==> config.mk <==
export PLATFORM = sky130hd
export DESIGN_NAME = pixser_top
export DESIGN_NICKNAME = d
export VERILOG_FILES = /design/src/rtl/pixser_pkg.sv /design/src/rtl/pixser_mode_dec.sv /design/src/rtl/pixser_palette.sv /design/src/rtl/pixser_shift.sv /design/src/rtl/pixser_top.sv
export SDC_FILE = /design/constraint.sdc
export NUM_CORES = 1
export LEC_CHECK = 0
export ABC_AREA = 1
export BUFFER_PORTS_ARGS = -buffer_cell sky130_fd_sc_hd__buf_2
export CORE_ASPECT_RATIO = 0.6
export CORE_MARGIN = 3
export CORE_UTILIZATION = 45
export DETAILED_ROUTE_END_ITERATION = 6
export PLACE_DENSITY_LB_ADDON = 0.05
export SLEW_MARGIN = 10
export SYNTH_ARGS = -nofsm -noshare
export SYNTH_HDL_FRONTEND = slang
export SYNTH_SLANG_ARGS = --single-unit
==> constraint.sdc <==
create_clock -name clk -period 3.9 [get_ports clk]
set_input_delay 0.39 -clock clk [delete_from_list [all_inputs] [get_ports clk]]
set_output_delay 0.39 -clock clk [all_outputs]
set_load 0.05 [all_outputs]
==> src/rtl/pixser_pkg.sv <==
package pixser_pkg;

    localparam int BYTE_W = 8;
    localparam int IDX_W  = 4;
    localparam int RGB_W  = 3;
    localparam int MODE_W = 3;

    // Colour depth code: its value is log2 of the bits per pixel
    typedef enum logic [1:0] {
        DEPTH_1 = 2'd0,
        DEPTH_2 = 2'd1,
        DEPTH_4 = 2'd2
    } depth_e;

    typedef enum logic {
        ST_IDLE = 1'b0,
        ST_SHOW = 1'b1
    } ser_state_e;

endpackage

==> src/rtl/pixser_mode_dec.sv <==
module pixser_mode_dec
    import pixser_pkg::*;
(
    input  logic [MODE_W-1:0] mode,
    output depth_e            depth,
    output logic              wide
);

    // The upper half of the mode space is the 40-byte (double-width) set
    assign wide = mode[MODE_W-1];

    always_comb begin
        case (mode)
            3'd1, 3'd5: depth = DEPTH_2;
            3'd2:       depth = DEPTH_4;
            default:    depth = DEPTH_1;
        endcase
    end

endmodule

==> src/rtl/pixser_palette.sv <==
module pixser_palette
    import pixser_pkg::*;
#(
    parameter int ENTRY_W = IDX_W,
    parameter int COLOR_W = RGB_W
) (
    input  logic               clk,
    input  logic               rst_n,
    input  logic               we,
    input  logic [ENTRY_W-1:0] wr_addr,
    input  logic [COLOR_W-1:0] wr_data,
    input  logic [ENTRY_W-1:0] rd_addr,
    output logic [COLOR_W-1:0] rd_data
);

    localparam int ENTRIES = 1 << ENTRY_W;

    logic [COLOR_W-1:0] table_q [ENTRIES];

    always_ff @(posedge clk or negedge rst_n) begin
        if (!rst_n) begin
            for (int i = 0; i < ENTRIES; i++) begin
                table_q[i] <= '0;
            end
        end else if (we) begin
            table_q[wr_addr] <= wr_data;
        end
    end

    assign rd_data = table_q[rd_addr];

endmodule

==> src/rtl/pixser_shift.sv <==
module pixser_shift
    import pixser_pkg::*;
#(
    parameter int SLOT_NARROW = 8
) (
    input  logic              clk,
    input  logic              rst_n,
    input  logic              load,
    input  logic [BYTE_W-1:0] byte_in,
    input  depth_e            depth,
    input  logic              wide,
    input  logic              active,
    output logic [IDX_W-1:0]  idx,
    output logic              visible
);

    localparam int SLOT_WIDE = 2 * SLOT_NARROW;
    localparam int CNT_W     = $clog2(SLOT_WIDE);

    ser_state_e        state_q, state_d;
    logic [CNT_W-1:0]  cnt_q, cnt_d;
    logic [BYTE_W-1:0] sh_q, sh_d;
    depth_e            depth_q, depth_d;
    logic              wide_q, wide_d;
    logic              act_q;

    logic [2:0]        hold_log;
    logic [CNT_W-1:0]  hold_mask;
    logic [CNT_W-1:0]  last_cnt;
    logic              at_edge;
    logic              at_last;

    // A pixel lasts 2^(depth code + wide) clocks
    assign hold_log  = 3'(depth_q) + 3'(wide_q);
    assign hold_mask = ~({CNT_W{1'b1}} << hold_log);
    assign last_cnt  = wide_q ? CNT_W'(SLOT_WIDE - 1) : CNT_W'(SLOT_NARROW - 1);
    assign at_edge   = (cnt_q & hold_mask) == hold_mask;
    assign at_last   = cnt_q == last_cnt;

    // State register
    always_ff @(posedge clk or negedge rst_n) begin
        if (!rst_n) begin
            state_q <= ST_IDLE;
            cnt_q   <= '0;
            sh_q    <= '0;
            depth_q <= DEPTH_1;
            wide_q  <= 1'b0;
            act_q   <= 1'b0;
        end else begin
            state_q <= state_d;
            cnt_q   <= cnt_d;
            sh_q    <= sh_d;
            depth_q <= depth_d;
            wide_q  <= wide_d;
            act_q   <= active;
        end
    end

    // Next-state logic: start, reload, advance, drain
    always_comb begin
        state_d = state_q;
        cnt_d   = cnt_q;
        sh_d    = sh_q;
        depth_d = depth_q;
        wide_d  = wide_q;
        unique case (state_q)
            ST_IDLE: begin
                if (load) begin
                    state_d = ST_SHOW;
                    cnt_d   = '0;
                    sh_d    = byte_in;
                    depth_d = depth;
                    wide_d  = wide;
                end
            end
            ST_SHOW: begin
                if (load) begin
                    cnt_d   = '0;
                    sh_d    = byte_in;
                    depth_d = depth;
                    wide_d  = wide;
                end else if (at_last) begin
                    state_d = ST_IDLE;
                end else begin
                    cnt_d = cnt_q + 1'b1;
                    if (at_edge) begin
                        sh_d = sh_q << 1;
                    end
                end
            end
        endcase
    end

    // Outputs: the current pixel always sits at the top of the shifter
    always_comb begin
        case (depth_q)
            DEPTH_2: idx = {sh_q[7], 1'b0, sh_q[3], 1'b0};
            DEPTH_4: idx = {sh_q[7], sh_q[5], sh_q[3], sh_q[1]};
            default: idx = {sh_q[7], 3'b000};
        endcase
        visible = (state_q == ST_SHOW) && act_q;
    end

endmodule

==> src/rtl/pixser_top.sv <==
module pixser_top
    import pixser_pkg::*;
#(
    parameter int SLOT_NARROW = 8
) (
    input  logic              clk,
    input  logic              rst_n,
    input  logic [MODE_W-1:0] mode,
    input  logic              load,
    input  logic [BYTE_W-1:0] byte_in,
    input  logic              active,
    input  logic              pal_we,
    input  logic [IDX_W-1:0]  pal_addr,
    input  logic [RGB_W-1:0]  pal_rgb,
    output logic [RGB_W-1:0]  rgb
);

    depth_e             dec_depth;
    logic               dec_wide;
    logic [IDX_W-1:0]   pix_idx;
    logic               pix_vis;
    logic [RGB_W-1:0]   pal_out;

    pixser_mode_dec u_dec (
        .mode  (mode),
        .depth (dec_depth),
        .wide  (dec_wide)
    );

    pixser_shift #(
        .SLOT_NARROW (SLOT_NARROW)
    ) u_ser (
        .clk     (clk),
        .rst_n   (rst_n),
        .load    (load),
        .byte_in (byte_in),
        .depth   (dec_depth),
        .wide    (dec_wide),
        .active  (active),
        .idx     (pix_idx),
        .visible (pix_vis)
    );

    pixser_palette u_pal (
        .clk     (clk),
        .rst_n   (rst_n),
        .we      (pal_we),
        .wr_addr (pal_addr),
        .wr_data (pal_rgb),
        .rd_addr (pix_idx),
        .rd_data (pal_out)
    );

    assign rgb = pix_vis ? pal_out : '0;

endmodule

After elaboration in Yosys (flattened, before gate mapping)
Cells that the tools add are included.
- logic and storage cells: 73
- input port bits: 23
- output and inout port bits: 3
- register bits: 65
- muxes and demuxes: 25
- shifts and indexed selects: 1
- reduce and logical (&&, ||, !) cells: 5
- eq/ne operators: 10
- bitwise operators: 5
- add/subtract/negate cells: 2
- $lt $le $gt $ge: 3
- operator list (operator ; number):
    $bwmux W48 ; 1
    $mux W8 ; 4
    $mux W4 ; 4
    $pmux W8 S2 ; 1
    $bmux W3 S4 ; 1
    $demux W3 S4 ; 1
    $mux W3 ; 4
    $ge A5 B5 Y1 const B ; 2
    $not A4 Y5 ; 2
    $eq A4 B4 Y1 ; 2
    $pmux W4 S2 ; 1
    $ne A3 B3 Y1 const B ; 2
    $pmux W3 S2 ; 1
    $lt A5 B1 Y1 const B ; 1
    $add A4 B1 Y4 const B ; 1
    $and A4 B4 Y4 ; 1
    $mux W1 ; 4
    $not A4 Y4 ; 1
    $pmux W2 S2 ; 1
    $shl A4 B3 Y4 const A ; 1
    $add A2 B1 Y3 ; 1
    $eq A3 B1 Y1 const B ; 1
    $eq A3 B2 Y1 const B ; 1
    $eq A3 B3 Y1 const B ; 1
    10 further kinds ; 11

Longest topological paths before layout
- depth in word-level cells: 9
- gate-level depth with buffers: 12
- mapped depth without buffers: 10

Hierarchy
From an unflattened synthesis, not the netlist that was laid out.
- cell total of the unflattened synthesis: 473
- area, all modules: 3530.9 µm²
- modules (own cells, without submodules) (module ; times used ; area each (µm²) ; cells an instance ; sequential area each (µm²)):
    pixser_palette ; 1 ; 2493.6 ; 333 ; 1201.2
    pixser_shift ; 1 ; 989.7 ; 129 ; 425.4
    pixser_mode_dec ; 1 ; 25.0 ; 5 ; 0.0
    pixser_top ; 1 ; 22.5 ; 6 ; 0.0

Worst setup path before layout
No wires, ideal clock.
- kind: flip-flop to output port
- start: reg u_ser.depth_q[0]
- end: out rgb[1]
- path slack: 1.507 ns
- arrival: 2.003 ns
- stages on the path, launching flop included: 12
- cell sequence: dfrtp_1 > inv_1 > ha_1 > buf_4 > inv_1 > nand2_1 > nand2_1 > buf_2 > nand2_1 > a21oi_1 > nor2_1 > nor2_1
- word-level cells in the longest chain between the ends: 7
- RTL lines (element ; RTL line ; text):
    from (decl) ; pixser_shift.sv:23 ; depth_e depth_q, depth_d;
    from (signal assigned) ; pixser_shift.sv:53 ; depth_q <= depth_d;
    $eq A2 B2 Y1 / $eq A2 B1 Y1 (equally long branches) ; pixser_shift.sv:96 ; case (depth_q)
    $pmux W3 S2 * ; pixser_shift.sv:96 ;
    $not A4 Y5 (implied by the code) * ; pixser_palette.sv:30 ; assign rd_data = table_q[rd_addr];
    $bmux W3 S4 * ; pixser_palette.sv:30 ;
    $mux W3 (implied by the code) * (2 in series) ; pixser_palette.sv:30 ;
    $mux W3 * ; pixser_top.sv:54 ; assign rgb = pix_vis ? pal_out : '0;
    to (decl) ; pixser_top.sv:15 ; output logic [RGB_W-1:0] rgb
Every way passes the cells marked *; elsewhere a longest branch is shown, timed or not. The select of a mux whose other input is x is not followed.

Final worst setup path
Ends and elaborated chain as after synthesis.

==> run_results.csv <==
group,metric,value,unit
clocking,htree_levels,3,
route,via_per_inst,5.111,
synthesis,synthTopCellsByCount,"139 x nand2_1, 65 x dfrtp_1, 56 x o21ai_0",
global_routing,track_usage,21.96,%
route,drt_iter0_drc,241,
critical_path,regToRegEndpoint,"u_ser.sh_q[1]",
route,post_drt_wl_per_cell,14.81,um
critical_path,endpoint_kind,"primary output",
critical_path,crit_required,3510,ps
timing,fin_ws,602.9,ps
route,via_count,2949,
synthesis,yosys.area.top_type,"dfrtp_1",
global_routing,grt_util_met1,34.78,%
critical_path,startpoint_type,"register",
timing,fmax,303.3,MHz
placed_design,place_hpwl,6336,um
timing,clock_skew,1.701,ps
synthesis,synth.most_common_cell,"nand2_1",
global_routing,grt_max_degree,34,
timing,final.period_utilization,84.54,%
clocking,clock_path_buffers,2,
cells_and_area,seq_area,0.001627,mm2
synthesis,syn_area_per_cell,7.563,um2
die,ios,26,
critical_path,crit_type,"register to primary output",
power,ir_drop,0.0003177,V
power,p_per_area,546.7,mW/mm2
placed_design,io_buffers,25,
synthesis,netlist.area_leader.share,48.01,%
critical_path,rrSetupSlack,1790,ps
timing,setup_tns,0,ps
global_routing,grt-ovfl-total,0,
cells_and_area,multi_input_area,0.001485,mm2
synthesis,ys_ff_latch,65,
placed_design,place_ws,998.3,ps
synthesis,syn_inst,448,
cells_and_area,syn_to_final_growth,14.88,%
timing,slew_headroom,47.70,%
route,drc,0,
route,drt_wl_total,8544,um
global_routing,use_met3,8.598,%
clocking,cts_root_buf,"clkbuf_16",
global_routing,grtUsageMet2,26.78,%
die,coreArea,0.006993,mm2
synthesis,synth-edff-count,0,
die,die_area,0.008641,mm2
synthesis,ys_types,24,
synthesis,synth.cell_area,0.003388,mm2
cells_and_area,antenna_cells,0,
route,drt_pass1_iterations,5,
cells_and_area,layout-drive-gt1-share,11.95,%
flow_run,maxCapViolCount,0,
synthesis,ys_warn_count,0,
cells_and_area,num-fill-cells,713,
clocking,post_cts_resized,0,
worst_hold_path,hold_class,"input port to async pin",
die,die_w,118.0,um
die,start_util,48.45,%
timing,period_needed,3297,ps
global_routing,busiest_layer,"met1",
run_status,status,"finished, final reports clean",
critical_path,cp.arrival,2910,ps
critical_path,r2r_start,"u_ser.wide_q",
synthesis,synth_area_leaders,"dfrtp_1 48%, nand2_1 15%, o21ai_0 8.3%",
die,row_count,23,
timing,worst_pin_slew,781.6,ps
clocking,clock_latency,330,ps
clocking,ctsHoldBuffers,0,
clocking,post_cts_buffers,0,
critical_path,rr_worst_depth,9,
clocking,numCtsBuffers,9,
clocking,cts_tree,"yes",
route,antenna_left,0,
power,power,2.128,mW
clocking,cts.clk_slew.worst_paths,50,ps
timing,finalHoldViolCount,0,
synthesis,async_reset_ff_share,100.0,%
cells_and_area,finalNetCount,501,
timing,rsz0062_at_grt,"no",
critical_path,worstPathMaxFanout,20,
die,die_h,73.22,um
placed_design,place_congestion,0.8713,
global_routing,antenna_found_initial,0,
power,leakage,2.001,nW
global_routing,grt_pass1_wl,14280,um
synthesis,syn-num-nets,477,
global_routing,grt_pass1_vias,2661,
timing,slew_viol_final,0,
clocking,cts_sinks,65,
synthesis,synth_ff_type,"dfrtp_1",
timing,finalSetupViolations,0,
synthesis,ys_seq_area_share,48.01,%
-- final cells by class --
type                    instances  area share, %
clock inverters                 2         0.9000
clock buffers                  14          7.040
flip-flops and latches         65          41.79
multi-input cells             313          38.15
repair buffers                 26          3.407
well taps                     100          3.214
inverters                      57          5.497
-- sequential cells by signal, indices dropped and copies added, names as in the netlist --
name and flops:
u_ser.depth_q 2, u_ser.act_q 1, u_ser.state_q 1, u_ser.sh_q 8, u_ser.cnt_q 4, u_pal.table_q 48, u_ser.wide_q 1
-- worst max-delay path, stage by stage, from the launching register on --
cell	delay (ps)
dfrtp_1	400
inv_1	80
ha_1	610
nor2_1	90
nor2_1	630
nand2_1	110
a21oi_1	150
nor2_1	60
nor2_1	140
buf_2	280
-- logic make-up (layout without fill, tap and decap cells) --
kind of cell | after synthesis | count (layout) | synth area share [%]
DFF | 65 | 65 | 48.01
buffers and inverters | 70 | 99 | 8.161
adders and majority gates | 6 | 6 | 2.216
AOI/OAI and AO/OA | 75 | 75 | 11.15
muxes | 6 | 6 | 1.994
and+or+nand+nor | 226 | 226 | 28.47
-- how the worst max path moves through the flow --
stage	cells past startpoint	to	start
6_report	9	rgb[1]	u_ser.depth_q[0]
3_3_place_gp	9	rgb[1]	u_ser.depth_q[0]
4_1_cts	9	rgb[1]	u_ser.depth_q[0]
3_5_place_dp	9	rgb[1]	u_ser.depth_q[0]
2_1_floorplan	11	rgb[1]	u_ser.depth_q[0]
5_1_grt	9	rgb[1]	u_ser.depth_q[0]
-- metal layers --
metal,wire [um],up-vias
li1,-,1480
met1,4657,1372
met2,3129,89
met3,677,8
met4,80,0
met5,0,-
-- metrics by stage --
step	util (%)	area (um2)	instances	hold WS, ps
after global routing	55.66	3892	577	152.8
after global placement	51.24	3583	561	467.5
after detailed placement	51.24	3583	561	474.7
final	55.66	3892	577	121.0
after CTS	55.66	3892	577	144.9
after floorplan	-	3388	448	94.41
-- placed cells by master, fill, tap and decap left out, types with 2 or more instances in the layout --
cell	n
a21oi_1	17
nor2_2	2
clkbuf_1	2
nand4_1	2
buf_2	25
nand2_1	139
clkbuf_8	3
ha_1	6
clkbuf_16	9
nor2_1	31
inv_2	2
nand3_1	43
nor3_2	4
o21ai_0	56
dfrtp_1	65
inv_1	54
mux2_2	6
-- report_power, final --
part | switching [mW] | internal [mW]
combinational | 0.263 | 0.142
sequential | 0.0886 | 0.807
clock | 0.281 | 0.546
total | 0.633 | 1.50
No activity file was read; power rests on OpenSTA's default activity.
